===== config.mk =====
export PLATFORM = sky130hd
export DESIGN_NAME = acc_ctrl_top
export DESIGN_NICKNAME = d
export VERILOG_FILES = /design/src/rtl/acc_ctrl_pkg.sv /design/src/rtl/acc_axil_wr.sv /design/src/rtl/acc_axil_rd.sv /design/src/rtl/acc_ctrl_regs.sv /design/src/rtl/acc_ctrl_top.sv
export SDC_FILE = /design/constraint.sdc
export NUM_CORES = 1
export LEC_CHECK = 0
export ABC_AREA = 1
export BUFFER_PORTS_ARGS = -buffer_cell sky130_fd_sc_hd__buf_4
export CORE_ASPECT_RATIO = 0.7
export CORE_MARGIN = 4
export CORE_UTILIZATION = 50
export DETAILED_ROUTE_END_ITERATION = 7
export PLACE_DENSITY = 0.76
export SYNTH_ARGS = -nofsm -noshare
export SYNTH_HDL_FRONTEND = slang
export SYNTH_HIERARCHICAL = 1
export SYNTH_SLANG_ARGS = --single-unit
export TNS_END_PERCENT = 20

===== constraint.sdc =====
create_clock -name clk -period 4.23 [get_ports clk]
set_clock_uncertainty 0.15 [all_clocks]
set_input_delay 1.269 -clock clk [delete_from_list [all_inputs] [get_ports clk]]
set_output_delay 1.269 -clock clk [all_outputs]
set_load 0.02 [all_outputs]

===== src/rtl/acc_ctrl_pkg.sv =====
// Shared constants and helpers for the accelerator control register block.
// Word indices are byte offsets divided by four.
package acc_ctrl_pkg;
    localparam int REG_W  = 32;
    localparam int STRB_W = REG_W / 8;

    localparam int W_CTRL  = 0;   // 0x00
    localparam int W_GIE   = 1;   // 0x04
    localparam int W_IER   = 2;   // 0x08
    localparam int W_ISR   = 3;   // 0x0C
    localparam int W_ARGI  = 4;   // 0x10
    localparam int W_ARGO  = 6;   // 0x18
    localparam int W_STAT  = 8;   // 0x20
    localparam int W_STATV = 9;   // 0x24
    localparam int W_RESL  = 10;  // 0x28
    localparam int W_RESH  = 11;  // 0x2C
    localparam int W_RESV  = 12;  // 0x30
    localparam int W_INST  = 13;  // 0x34

    localparam int N_ARGS = 3;

    // Replace the byte lanes of old_v selected by strb with those of new_v.
    function automatic logic [REG_W-1:0] strb_merge(input logic [REG_W-1:0] old_v,
                                                    input logic [REG_W-1:0] new_v,
                                                    input logic [STRB_W-1:0] strb);
        logic [REG_W-1:0] r;
        r = old_v;
        for (int b = 0; b < STRB_W; b++)
            if (strb[b]) r[b*8 +: 8] = new_v[b*8 +: 8];
        return r;
    endfunction
endpackage


===== src/rtl/acc_axil_wr.sv =====
// AXI4-Lite write channel front end.
// Holds write address and write data separately, so they may arrive in either
// order. Issues a one-cycle register write once both are held and no response
// is outstanding, then raises an OKAY response until it is accepted.
module acc_axil_wr
    import acc_ctrl_pkg::*;
#(
    parameter int ADDR_W = 6
) (
    input  logic              clk,
    input  logic              rst_n,
    input  logic [ADDR_W-1:0] awaddr,
    input  logic              awvalid,
    output logic              awready,
    input  logic [REG_W-1:0]  wdata,
    input  logic [STRB_W-1:0] wstrb,
    input  logic              wvalid,
    output logic              wready,
    output logic [1:0]        bresp,
    output logic              bvalid,
    input  logic              bready,
    output logic              wr_en,
    output logic [ADDR_W-1:0] wr_addr,
    output logic [REG_W-1:0]  wr_data,
    output logic [STRB_W-1:0] wr_strb
);
    logic aw_full, w_full, bvalid_q;

    assign awready = !aw_full;
    assign wready  = !w_full;
    assign wr_en   = aw_full && w_full && !bvalid_q;
    assign bvalid  = bvalid_q;
    assign bresp   = 2'b00;

    // Capture address and data halves, then retire them into a response.
    always_ff @(posedge clk) begin
        if (!rst_n) begin
            aw_full  <= 1'b0;
            w_full   <= 1'b0;
            bvalid_q <= 1'b0;
            wr_addr  <= '0;
            wr_data  <= '0;
            wr_strb  <= '0;
        end else begin
            if (awvalid && awready) begin
                aw_full <= 1'b1;
                wr_addr <= awaddr;
            end
            if (wvalid && wready) begin
                w_full  <= 1'b1;
                wr_data <= wdata;
                wr_strb <= wstrb;
            end
            if (wr_en) begin
                aw_full  <= 1'b0;
                w_full   <= 1'b0;
                bvalid_q <= 1'b1;
            end else if (bvalid_q && bready) begin
                bvalid_q <= 1'b0;
            end
        end
    end


    bvalid_hold_chk: assert property (@(posedge clk) disable iff (!rst_n)
        (bvalid && !bready) |=> bvalid);
endmodule


===== src/rtl/acc_axil_rd.sv =====
// AXI4-Lite read channel front end.
// Accepts one read at a time. On acceptance it pulses rd_en, so that the
// register file can apply its clear-on-read effects, and captures the word
// presented for that address. The data then holds until the host takes it.
module acc_axil_rd
    import acc_ctrl_pkg::*;
#(
    parameter int ADDR_W = 6
) (
    input  logic              clk,
    input  logic              rst_n,
    input  logic [ADDR_W-1:0] araddr,
    input  logic              arvalid,
    output logic              arready,
    output logic [REG_W-1:0]  rdata,
    output logic [1:0]        rresp,
    output logic              rvalid,
    input  logic              rready,
    output logic              rd_en,
    output logic [ADDR_W-1:0] rd_addr,
    input  logic [REG_W-1:0]  rd_word
);
    logic rvalid_q;

    assign arready = !rvalid_q;
    assign rd_en   = arvalid && arready;
    assign rd_addr = araddr;
    assign rvalid  = rvalid_q;
    assign rresp   = 2'b00;

    // Latch the read word on acceptance and hold it until it is consumed.
    always_ff @(posedge clk) begin
        if (!rst_n) begin
            rvalid_q <= 1'b0;
            rdata    <= '0;
        end else if (rd_en) begin
            rvalid_q <= 1'b1;
            rdata    <= rd_word;
        end else if (rvalid_q && rready) begin
            rvalid_q <= 1'b0;
        end
    end


    rvalid_hold_chk: assert property (@(posedge clk) disable iff (!rst_n)
        (rvalid && !rready) |=> (rvalid && $stable(rdata)));
endmodule


===== src/rtl/acc_ctrl_regs.sv =====
// Register file of the accelerator control block.
// Decodes one-cycle write and read strobes from the bus front ends and applies
// the launch, clear-on-read and invert-on-write side effects. Captures the
// core's status and result, and forms the interrupt. Assumes one-cycle
// core_done and valid pulses, and byte offsets below 2**ADDR_W.
module acc_ctrl_regs
    import acc_ctrl_pkg::*;
#(
    parameter int ADDR_W = 6
) (
    input  logic              clk,
    input  logic              rst_n,
    input  logic              wr_en,
    input  logic [ADDR_W-1:0] wr_addr,
    input  logic [REG_W-1:0]  wr_data,
    input  logic [STRB_W-1:0] wr_strb,
    input  logic              rd_en,
    input  logic [ADDR_W-1:0] rd_addr,
    output logic [REG_W-1:0]  rd_word,
    output logic              core_start,
    input  logic              core_done,
    input  logic              core_idle,
    input  logic              core_ready,
    output logic [REG_W-1:0]  arg_in,
    output logic [REG_W-1:0]  arg_out,
    output logic [REG_W-1:0]  arg_inst,
    input  logic [REG_W-1:0]  core_status,
    input  logic              core_status_vld,
    input  logic [2*REG_W-1:0] core_result,
    input  logic              core_result_vld,
    output logic              irq
);
    localparam int WORD_W = ADDR_W - 2;
    localparam int ARG_IDX [N_ARGS] = '{W_ARGI, W_ARGO, W_INST};

    logic [WORD_W-1:0] w_wd, r_wd;
    logic start_q, auto_q, done_q, gie_q;
    logic [1:0] ier_q, isr_q, isr_tog, isr_evt;
    logic stat_vld_q, res_vld_q;
    logic [REG_W-1:0] stat_q;
    logic [2*REG_W-1:0] res_q;
    logic [REG_W-1:0] arg_q [N_ARGS];
    logic wr_ctrl, ctrl_set, launch_ack;

    assign w_wd       = wr_addr[ADDR_W-1:2];
    assign r_wd       = rd_addr[ADDR_W-1:2];
    assign wr_ctrl    = wr_en && (w_wd == WORD_W'(W_CTRL)) && wr_strb[0];
    assign ctrl_set   = wr_ctrl && wr_data[0];
    assign launch_ack = start_q && core_ready;
    assign core_start = start_q;

    // Launch bit and auto-relaunch bit; a host set wins over a same-cycle clear.
    always_ff @(posedge clk) begin
        if (!rst_n) begin
            start_q <= 1'b0;
            auto_q  <= 1'b0;
        end else begin
            if (launch_ack && !auto_q) start_q <= 1'b0;
            if (ctrl_set)              start_q <= 1'b1;
            if (wr_ctrl)               auto_q  <= wr_data[7];
        end
    end

    // Sticky completion flag, cleared by a read of the control word.
    always_ff @(posedge clk) begin
        if (!rst_n) done_q <= 1'b0;
        else begin
            if (rd_en && r_wd == WORD_W'(W_CTRL)) done_q <= 1'b0;
            if (core_done)                        done_q <= 1'b1;
        end
    end

    assign isr_tog = (wr_en && w_wd == WORD_W'(W_ISR) && wr_strb[0]) ? wr_data[1:0] : 2'b00;
    assign isr_evt = {launch_ack & ier_q[1], core_done & ier_q[0]};

    // Interrupt enables and pending bits (invert on write, set on enabled event).
    always_ff @(posedge clk) begin
        if (!rst_n) begin
            gie_q <= 1'b0;
            ier_q <= 2'b00;
            isr_q <= 2'b00;
        end else begin
            if (wr_en && w_wd == WORD_W'(W_GIE) && wr_strb[0]) gie_q <= wr_data[0];
            if (wr_en && w_wd == WORD_W'(W_IER) && wr_strb[0]) ier_q <= wr_data[1:0];
            isr_q <= (isr_q ^ isr_tog) | isr_evt;
        end
    end

    // One byte-strobed argument register per argument word.
    for (genvar gi = 0; gi < N_ARGS; gi++) begin : g_arg
        always_ff @(posedge clk) begin
            if (!rst_n) arg_q[gi] <= '0;
            else if (wr_en && w_wd == WORD_W'(ARG_IDX[gi]))
                arg_q[gi] <= strb_merge(arg_q[gi], wr_data, wr_strb);
        end
    end
    assign arg_in   = arg_q[0];
    assign arg_out  = arg_q[1];
    assign arg_inst = arg_q[2];

    // Capture core status and result with their clear-on-read valid flags.
    always_ff @(posedge clk) begin
        if (!rst_n) begin
            stat_q     <= '0;
            res_q      <= '0;
            stat_vld_q <= 1'b0;
            res_vld_q  <= 1'b0;
        end else begin
            if (rd_en && r_wd == WORD_W'(W_STATV)) stat_vld_q <= 1'b0;
            if (rd_en && r_wd == WORD_W'(W_RESV))  res_vld_q  <= 1'b0;
            if (core_status_vld) begin
                stat_q     <= core_status;
                stat_vld_q <= 1'b1;
            end
            if (core_result_vld) begin
                res_q     <= core_result;
                res_vld_q <= 1'b1;
            end
        end
    end

    // Read multiplexer; unlisted offsets read zero.
    always_comb begin
        rd_word = '0;
        case (r_wd)
            WORD_W'(W_CTRL):  rd_word = {24'd0, auto_q, 3'd0, core_ready, core_idle, done_q, start_q};
            WORD_W'(W_GIE):   rd_word = {31'd0, gie_q};
            WORD_W'(W_IER):   rd_word = {30'd0, ier_q};
            WORD_W'(W_ISR):   rd_word = {30'd0, isr_q};
            WORD_W'(W_ARGI):  rd_word = arg_q[0];
            WORD_W'(W_ARGO):  rd_word = arg_q[1];
            WORD_W'(W_STAT):  rd_word = stat_q;
            WORD_W'(W_STATV): rd_word = {31'd0, stat_vld_q};
            WORD_W'(W_RESL):  rd_word = res_q[REG_W-1:0];
            WORD_W'(W_RESH):  rd_word = res_q[2*REG_W-1:REG_W];
            WORD_W'(W_RESV):  rd_word = {31'd0, res_vld_q};
            WORD_W'(W_INST):  rd_word = arg_q[2];
            default:          rd_word = '0;
        endcase
    end

    // Level interrupt from enabled pending bits.
    assign irq = gie_q && |(ier_q & isr_q);


    start_clr_chk: assert property (@(posedge clk) disable iff (!rst_n)
        (start_q && core_ready && !auto_q && !ctrl_set) |=> !core_start);

    start_keep_chk: assert property (@(posedge clk) disable iff (!rst_n)
        (start_q && auto_q) |=> core_start);

    done_clr_chk: assert property (@(posedge clk) disable iff (!rst_n)
        (rd_en && r_wd == WORD_W'(W_CTRL) && !core_done) |=> !done_q);

    isr_done_chk: assert property (@(posedge clk) disable iff (!rst_n)
        (core_done && ier_q[0]) |=> isr_q[0]);

    irq_quiet_chk: assert property (@(posedge clk) disable iff (!rst_n)
        (isr_q == 2'b00) |-> !irq);

    stat_vld_chk: assert property (@(posedge clk) disable iff (!rst_n)
        core_status_vld |=> stat_vld_q);

    res_vld_chk: assert property (@(posedge clk) disable iff (!rst_n)
        core_result_vld |=> res_vld_q);
endmodule


===== src/rtl/acc_ctrl_top.sv =====
// Accelerator control register block: AXI4-Lite slave plus core handshake.
// Joins the write front end, the read front end and the register file.
// Assumes a single clock domain and a 32-bit bus.
module acc_ctrl_top
    import acc_ctrl_pkg::*;
#(
    parameter int ADDR_W = 6
) (
    input  logic              clk,
    input  logic              rst_n,
    input  logic [ADDR_W-1:0] s_awaddr,
    input  logic              s_awvalid,
    output logic              s_awready,
    input  logic [31:0]       s_wdata,
    input  logic [3:0]        s_wstrb,
    input  logic              s_wvalid,
    output logic              s_wready,
    output logic [1:0]        s_bresp,
    output logic              s_bvalid,
    input  logic              s_bready,
    input  logic [ADDR_W-1:0] s_araddr,
    input  logic              s_arvalid,
    output logic              s_arready,
    output logic [31:0]       s_rdata,
    output logic [1:0]        s_rresp,
    output logic              s_rvalid,
    input  logic              s_rready,
    output logic              core_start,
    input  logic              core_done,
    input  logic              core_idle,
    input  logic              core_ready,
    output logic [31:0]       arg_in,
    output logic [31:0]       arg_out,
    output logic [31:0]       arg_inst,
    input  logic [31:0]       core_status,
    input  logic              core_status_vld,
    input  logic [63:0]       core_result,
    input  logic              core_result_vld,
    output logic              irq
);
    logic              wr_en, rd_en;
    logic [ADDR_W-1:0] wr_addr, rd_addr;
    logic [REG_W-1:0]  wr_data, rd_word;
    logic [STRB_W-1:0] wr_strb;

    acc_axil_wr #(.ADDR_W(ADDR_W)) u_wr (
        .clk(clk), .rst_n(rst_n),
        .awaddr(s_awaddr), .awvalid(s_awvalid), .awready(s_awready),
        .wdata(s_wdata), .wstrb(s_wstrb), .wvalid(s_wvalid), .wready(s_wready),
        .bresp(s_bresp), .bvalid(s_bvalid), .bready(s_bready),
        .wr_en(wr_en), .wr_addr(wr_addr), .wr_data(wr_data), .wr_strb(wr_strb)
    );

    acc_axil_rd #(.ADDR_W(ADDR_W)) u_rd (
        .clk(clk), .rst_n(rst_n),
        .araddr(s_araddr), .arvalid(s_arvalid), .arready(s_arready),
        .rdata(s_rdata), .rresp(s_rresp), .rvalid(s_rvalid), .rready(s_rready),
        .rd_en(rd_en), .rd_addr(rd_addr), .rd_word(rd_word)
    );

    acc_ctrl_regs #(.ADDR_W(ADDR_W)) u_regs (
        .clk(clk), .rst_n(rst_n),
        .wr_en(wr_en), .wr_addr(wr_addr), .wr_data(wr_data), .wr_strb(wr_strb),
        .rd_en(rd_en), .rd_addr(rd_addr), .rd_word(rd_word),
        .core_start(core_start), .core_done(core_done),
        .core_idle(core_idle), .core_ready(core_ready),
        .arg_in(arg_in), .arg_out(arg_out), .arg_inst(arg_inst),
        .core_status(core_status), .core_status_vld(core_status_vld),
        .core_result(core_result), .core_result_vld(core_result_vld),
        .irq(irq)
    );
endmodule


==> results of run 1 <==
[placed cells by master (no fill, tap or decap), types with 3 or more instances in the layout]
cell,count
buf_4,311
nor2_1,466
conb_1,4
dfxtp_1,182
inv_2,5
nor2_2,7
inv_1,135
clkinv_1,4
buf_12,3
nand3_1,228
o21ai_0,110
clkbuf_8,4
nand2_1,250
nor2_4,5
clkbuf_16,27
edfxtp_1,96
a21oi_1,20
clkbuf_1,6
clkinv_2,6
[power by group through the flow]
| stage | clock [mW] | sequential [mW] | combinational [mW] |
|---|---|---|---|
| detailed placement | 0 | 3.07 | 0.789 |
| global placement | 0 | 3.06 | 0.776 |
| global route | 2.50 | 3.03 | 0.875 |
| CTS | 2.40 | 3.01 | 0.793 |
| finish | 2.37 | 3.01 | 0.798 |
| floorplan | 0 | 3.11 | 0.395 |
[registers in the layout, indices dropped and copies added, names as in the netlist, 2 cells and up]
register       count
u_regs/arg_q      96
u_regs/res_q      64
u_rd/rdata        32
u_regs/stat_q     32
u_wr/wr_data      32
u_wr/wr_addr       4
u_wr/wr_strb       4
u_regs/ier_q       2
u_regs/isr_q       2
[area by class of cell]
cell class	instances	area, µm²	share of cell area, %
sequential	278	6530	42.4
tap	318	398	2.59
clock inverter	12	105	0.684
clock buffer	37	753	4.90
timing repair buffer	314	2390	15.6
multi-input combinational	1098	4670	30.4
antenna	2	5.00	0.0325
inverter	140	526	3.42
[worst reg2reg max path, stage by stage, from the launching register on]
cell and delay [ns]:
dfxtp_1 0.43, nand3_1 0.15, inv_1 0.09, nand3_1 0.07, inv_1 0.09, nand3_1 0.08, buf_4 0.21, o21ai_0 0.96
[routing by layer]
metal | routed length [µm] | part of all wire, %
met1 | 17800 | 43
met2 | 17800 | 43
met4 | 1270 | 3.0
met5 | 0 | 0
met3 | 4860 | 12
[stage by stage]
stage	worst slack, ns	instances
after global placement	0.930	2148
after global routing	1.10	2199
after detailed placement	0.864	2148
final	1.17	2199
after CTS	1.16	2197
after floorplan	1.44	1626
[final timing paths]
path	startpoint	to	slack [ns]	depth (start not counted)
setup / recovery	u_rd/rvalid	s_arready	1.17	2
hold / removal	u_regs/res_vld_q	u_regs/res_vld_q	0.32	2
setup reg to reg	u_wr/w_full	u_regs/arg_q[2][28]	1.61	7
hold reg to reg	u_regs/res_vld_q	u_regs/res_vld_q	0.32	2
==> reports/metrics.csv, run 1 <==
stage,metric,value,unit
layout,Area Overhead vs Synth,25.2,%
global_routing,first-pass GRT wire length,62800,µm
critical_path,"Req. time, crit path",2.81,ns
hold_path,HP Class,flop to flop,
floorplan,Core Footprint,23900,µm²
route,Vias/cell,5.37,
route,DRC Markers,0,
floorplan,Initial Util,51.4,%
clocking,post-CTS setup buffers,0,
critical_path,worst setup path class,flop to primary output,
layout,"Core Util, Final",64.4,%
clocking,clock buffer depth,3,
floorplan,FP Rows,47,
floorplan,I/O pins,295,
synthesis,Syn Area/Cell,7.56,µm²
layout,fraction of layout cells with a size suffix above 1,19.8,%
timing,final-report hold violation count,0,
pwr,maximum vdd drop,0.000277,V
timing,Post-Route Setup TNS,0,ns
clocking,H-Tree Depth,1,
global_routing,initial antenna violation count,2,
clocking,CTS tree,built,
synthesis,Post-Syn Area,12300,µm²
clocking,TritonCTS Sinks,278,
timing,Worst Max-Slew Pin Slew,1.35,ns
global_routing,gr ovfl total,0,
timing,RSZ-0062 raised after global routing,no,
placement,dpl cell area,14500,µm²
pwr,Pint,4.58,mW
timing,Final Max Slew Viols,0,
route,Detail Route Antenna Nets,0,
floorplan,die boundary width,195,µm
critical_path,CP endpoint kind,primary output,
pwr,combinational share of power,12.9,%
clocking,CTS Buf Count,27,
global_routing,largest net degree at the start of global routing,188,
timing,# setup viols final,0,
critical_path,Crit Path Max Fanout,34,
timing,Slew headroom,8.82,%
pwr,total power,6.18,mW
clocking,post-CTS resize count,0,
placement,placed wire-length estimate,29500,µm
timing,Tcrit/Tclk final,72.3,%
route,WL per Instance,19.0,µm
layout,nets,2015,
critical_path,"CP delay by family, top",buffers and inverters,
layout,number of fill cells,2113,
placement,port bufs,286,
synthesis,Yosys Warn Count,6,
route,WL final,41700,µm
pwr,clock share of power,38.3,%
critical_path,CP cell instances,inv_2 -> buf_4,
pwr,Sw Share,25.9,%
route,vias after detailed routing,11800,
global_routing,M2 GR Usage,43.4,%
clocking,clock root cell,clkbuf_16,
pwr,sequential power share,48.8,%
pwr,Pwr per Cell Area,402,nW/µm²
synthesis,post-synthesis cell count,1624,
route,DRT Pass-1 Iters,7,
critical_path,Buf/Inv on CP,2,
job,maxcap violations,0,
layout,cell area after layout,15400,µm²
timing,Final min period,3.06,ns
floorplan,die area,27200,µm²
critical_path,crit path launch type,flop,
global_routing,vias in the first global route,11000,
timing,worst hold slack,0.316,ns
clocking,CTS clock-pin slew for the worst setup and hold paths,0.06,ns
pwr,Leak Pwr,7.20,nW
critical_path,CP max stage delay,0.50,ns
global_routing,GR Layer Usage met3,7.31,%
run_status,run status,"complete, no violations",
placement,gpl congestion,0.913,
global_routing,GR Util All Layers,29.2,%
pwr,NetSw,1.60,mW
floorplan,Die Ht,139,µm
route,First DRT Iteration DRCs,1465,
timing,Fmax,0.327,GHz
clocking,later-pin clock latency in the skew report,0.53,ns
global_routing,GRT busiest layer,met2,
global_routing,GR met1 Demand/Resource,42.9,%
critical_path,arrival time worst endpoint,1.64,ns
critical_path,Crit-path slowest cell,inv_2,
clocking,hold_buf cts,0,
Power figures use the tool's default switching activity.
==> inputs of run 2 (changes only) <==
clock period = 3.2 ns   (was 4.23 ns; I/O delays follow)
==> reports/metrics.csv, run 2 (synthesis results as in run 1) <==
stage,metric,value,unit
run_status,run status,"complete, no violations",
layout,"commonest non-fill, non-tap cells in the layout","nor2_1 (466), buf_4 (323), nand2_1 (250), nand3_1 (228), dfxtp_1 (182)",
timing,Tcrit/Tclk final,78.1,%
global_routing,gr ovfl total,0,
critical_path,CP max stage delay,0.45,ns
critical_path,most used cell along the critical path,nand3_1,
clocking,CTS clock-pin slew for the worst setup and hold paths,0.06,ns
pwr,maximum vdd drop,0.000408,V
critical_path,Crit Path Max Fanout,14,
clocking,post-CTS setup buffers,0,
critical_path,"CP delay by family, top",simple AND/OR/NAND/NOR gates,
clocking,clock root cell,clkbuf_16,
global_routing,initial antenna violation count,0,
floorplan,Core Footprint,23900,µm²
global_routing,vias in the first global route,11000,
clocking,TritonCTS Sinks,278,
critical_path,worst setup path class,flop to flop,
clocking,H-Tree Depth,1,
timing,Worst Max-Slew Pin Slew,0.890,ns
layout,Area Overhead vs Synth,26.5,%
critical_path,"Req. time, crit path",3.27,ns
route,DRT Pass-1 Iters,6,
hold_path,Hold Crit Depth,2,
floorplan,Initial Util,51.4,%
timing,Final Max Slew Viols,0,
layout,ant diodes,0,
global_routing,largest net degree at the start of global routing,96,
global_routing,GR Util All Layers,29.3,%
timing,Final min period,2.50,ns
critical_path,crit path launch type,flop,
timing,worst hold slack,0.318,ns
timing,Fmax,0.400,GHz
layout,Top Registers,"u_regs/arg_q x96, u_regs/res_q x64",
route,WL final,41700,µm
job,maxcap violations,0,
timing,final-report hold violation count,0,
clocking,clock buffer depth,3,
critical_path,CP endpoint kind,flop,
layout,"most common cell after layout, fill and taps aside",nor2_1,
timing,Slew headroom,40.7,%
timing,RSZ-0062 raised after global routing,no,
timing,# setup viols final,0,
route,Detail Route Antenna Nets,0,
floorplan,die area,27200,µm²
hold_path,HP Class,flop to flop,
route,Vias/cell,5.27,
layout,Multi-input gate area,4670,µm²
clocking,post-CTS resize count,0,
critical_path,CP cell instances,nand3_1 -> inv_1 -> nand3_1 -> inv_1 -> nand3_1 -> o21ai_0 -> buf_4,
layout,fraction of layout cells with a size suffix above 1,20.4,%
layout,Register Area,6530,µm²
layout,number of fill cells,2103,
global_routing,first-pass GRT wire length,63200,µm
layout,Largest register FFs,96,
route,WL per Instance,18.9,µm
clocking,hold_buf cts,0,
critical_path,Buf/Inv on CP,3,
clocking,CTS tree,built,
layout,nets,2029,
floorplan,I/O pins,295,
placement,gpl congestion,0.892,
pwr,Leak Pwr,7.28,nW
route,First DRT Iteration DRCs,1262,
layout,Largest Register,u_regs/arg_q,
timing,Post-Route Setup TNS,0,ns
route,DRC Markers,0,
route,vias after detailed routing,11700,
pwr,Pwr per Cell Area,534,nW/µm²
clocking,later-pin clock latency in the skew report,0.53,ns
placement,port bufs,286,
critical_path,Levels on crit path,7,
critical_path,Crit-path slowest cell,dfxtp_1,
critical_path,reg2reg path depth,7,
floorplan,FP Rows,47,
floorplan,die boundary width,195,µm
placement,placed wire-length estimate,30400,µm
critical_path,arrival time worst endpoint,2.57,ns
floorplan,Die Ht,139,µm
clocking,CTS Buf Count,27,
## run 2: worst paths after layout
kind	start	endpoint	slack, ns
worst max register to register	u_wr/w_full	u_regs/arg_q[2][11]	0.70
worst min register to register	u_regs/stat_vld_q	u_regs/stat_vld_q	0.32
worst max-delay path	u_wr/w_full	u_regs/arg_q[2][11]	0.70
worst min-delay path	u_regs/stat_vld_q	u_regs/stat_vld_q	0.32
## run 2: stage by stage
stage | power (mW) | cell area, µm² | util [%] | setup slack [ns] | instances
3_5_place_dp | 5.11 | 14600 | 61.3 | 0.226 | 2162
4_1_cts | 8.32 | 15500 | 65.1 | 0.726 | 2211
5_1_grt | 8.60 | 15500 | 65.1 | 0.589 | 2211
3_3_place_gp | 5.09 | 14600 | 61.3 | 0.270 | 2162
2_1_floorplan | 4.64 | 12300 | - | 0.715 | 1626
6_report | 8.30 | 15500 | 65.1 | 0.701 | 2211
## run 2: routing by layer
| metal | up-vias | part of all wire (%) | GRT usage (%) |
|---|---|---|---|
| met5 | - | 0 | 0 |
| met4 | 0 | 2.3 | 6.43 |
| met3 | 63 | 12 | 8.06 |
| met2 | 578 | 44 | 44.3 |
| met1 | 5389 | 42 | 42.3 |
| li1 | 5631 | - | - |
## run 2: power breakdown
part / total, mW / internal [mW] / leakage (nW) / switching (mW)
Combinational: 1.07 / 0.410 / 4.35 / 0.658
Sequential: 3.98 / 3.85 / 2.50 / 0.131
Clock: 3.24 / 1.87 / 0.429 / 1.37
Total: 8.30 / 6.13 / 7.28 / 2.16
## run 2: worst register-to-register path, stage by stage (launching register included)
cell and delay, ns:
dfxtp_1 0.45, nand3_1 0.17, inv_1 0.10, nand3_1 0.07, inv_1 0.10, nand3_1 0.45, o21ai_0 0.44, buf_4 0.27
## run 2: final cells by class
| class | instances | share of cell area, % |
|---|---|---|
| Sequential cell | 278 | 42.0 |
| Multi-Input combinational cell | 1098 | 30.0 |
| Timing Repair Buffer | 328 | 16.3 |
| Clock inverter | 11 | 0.999 |
| Clock buffer | 38 | 4.75 |
| Tap cell | 318 | 2.56 |
| Inverter | 140 | 3.38 |
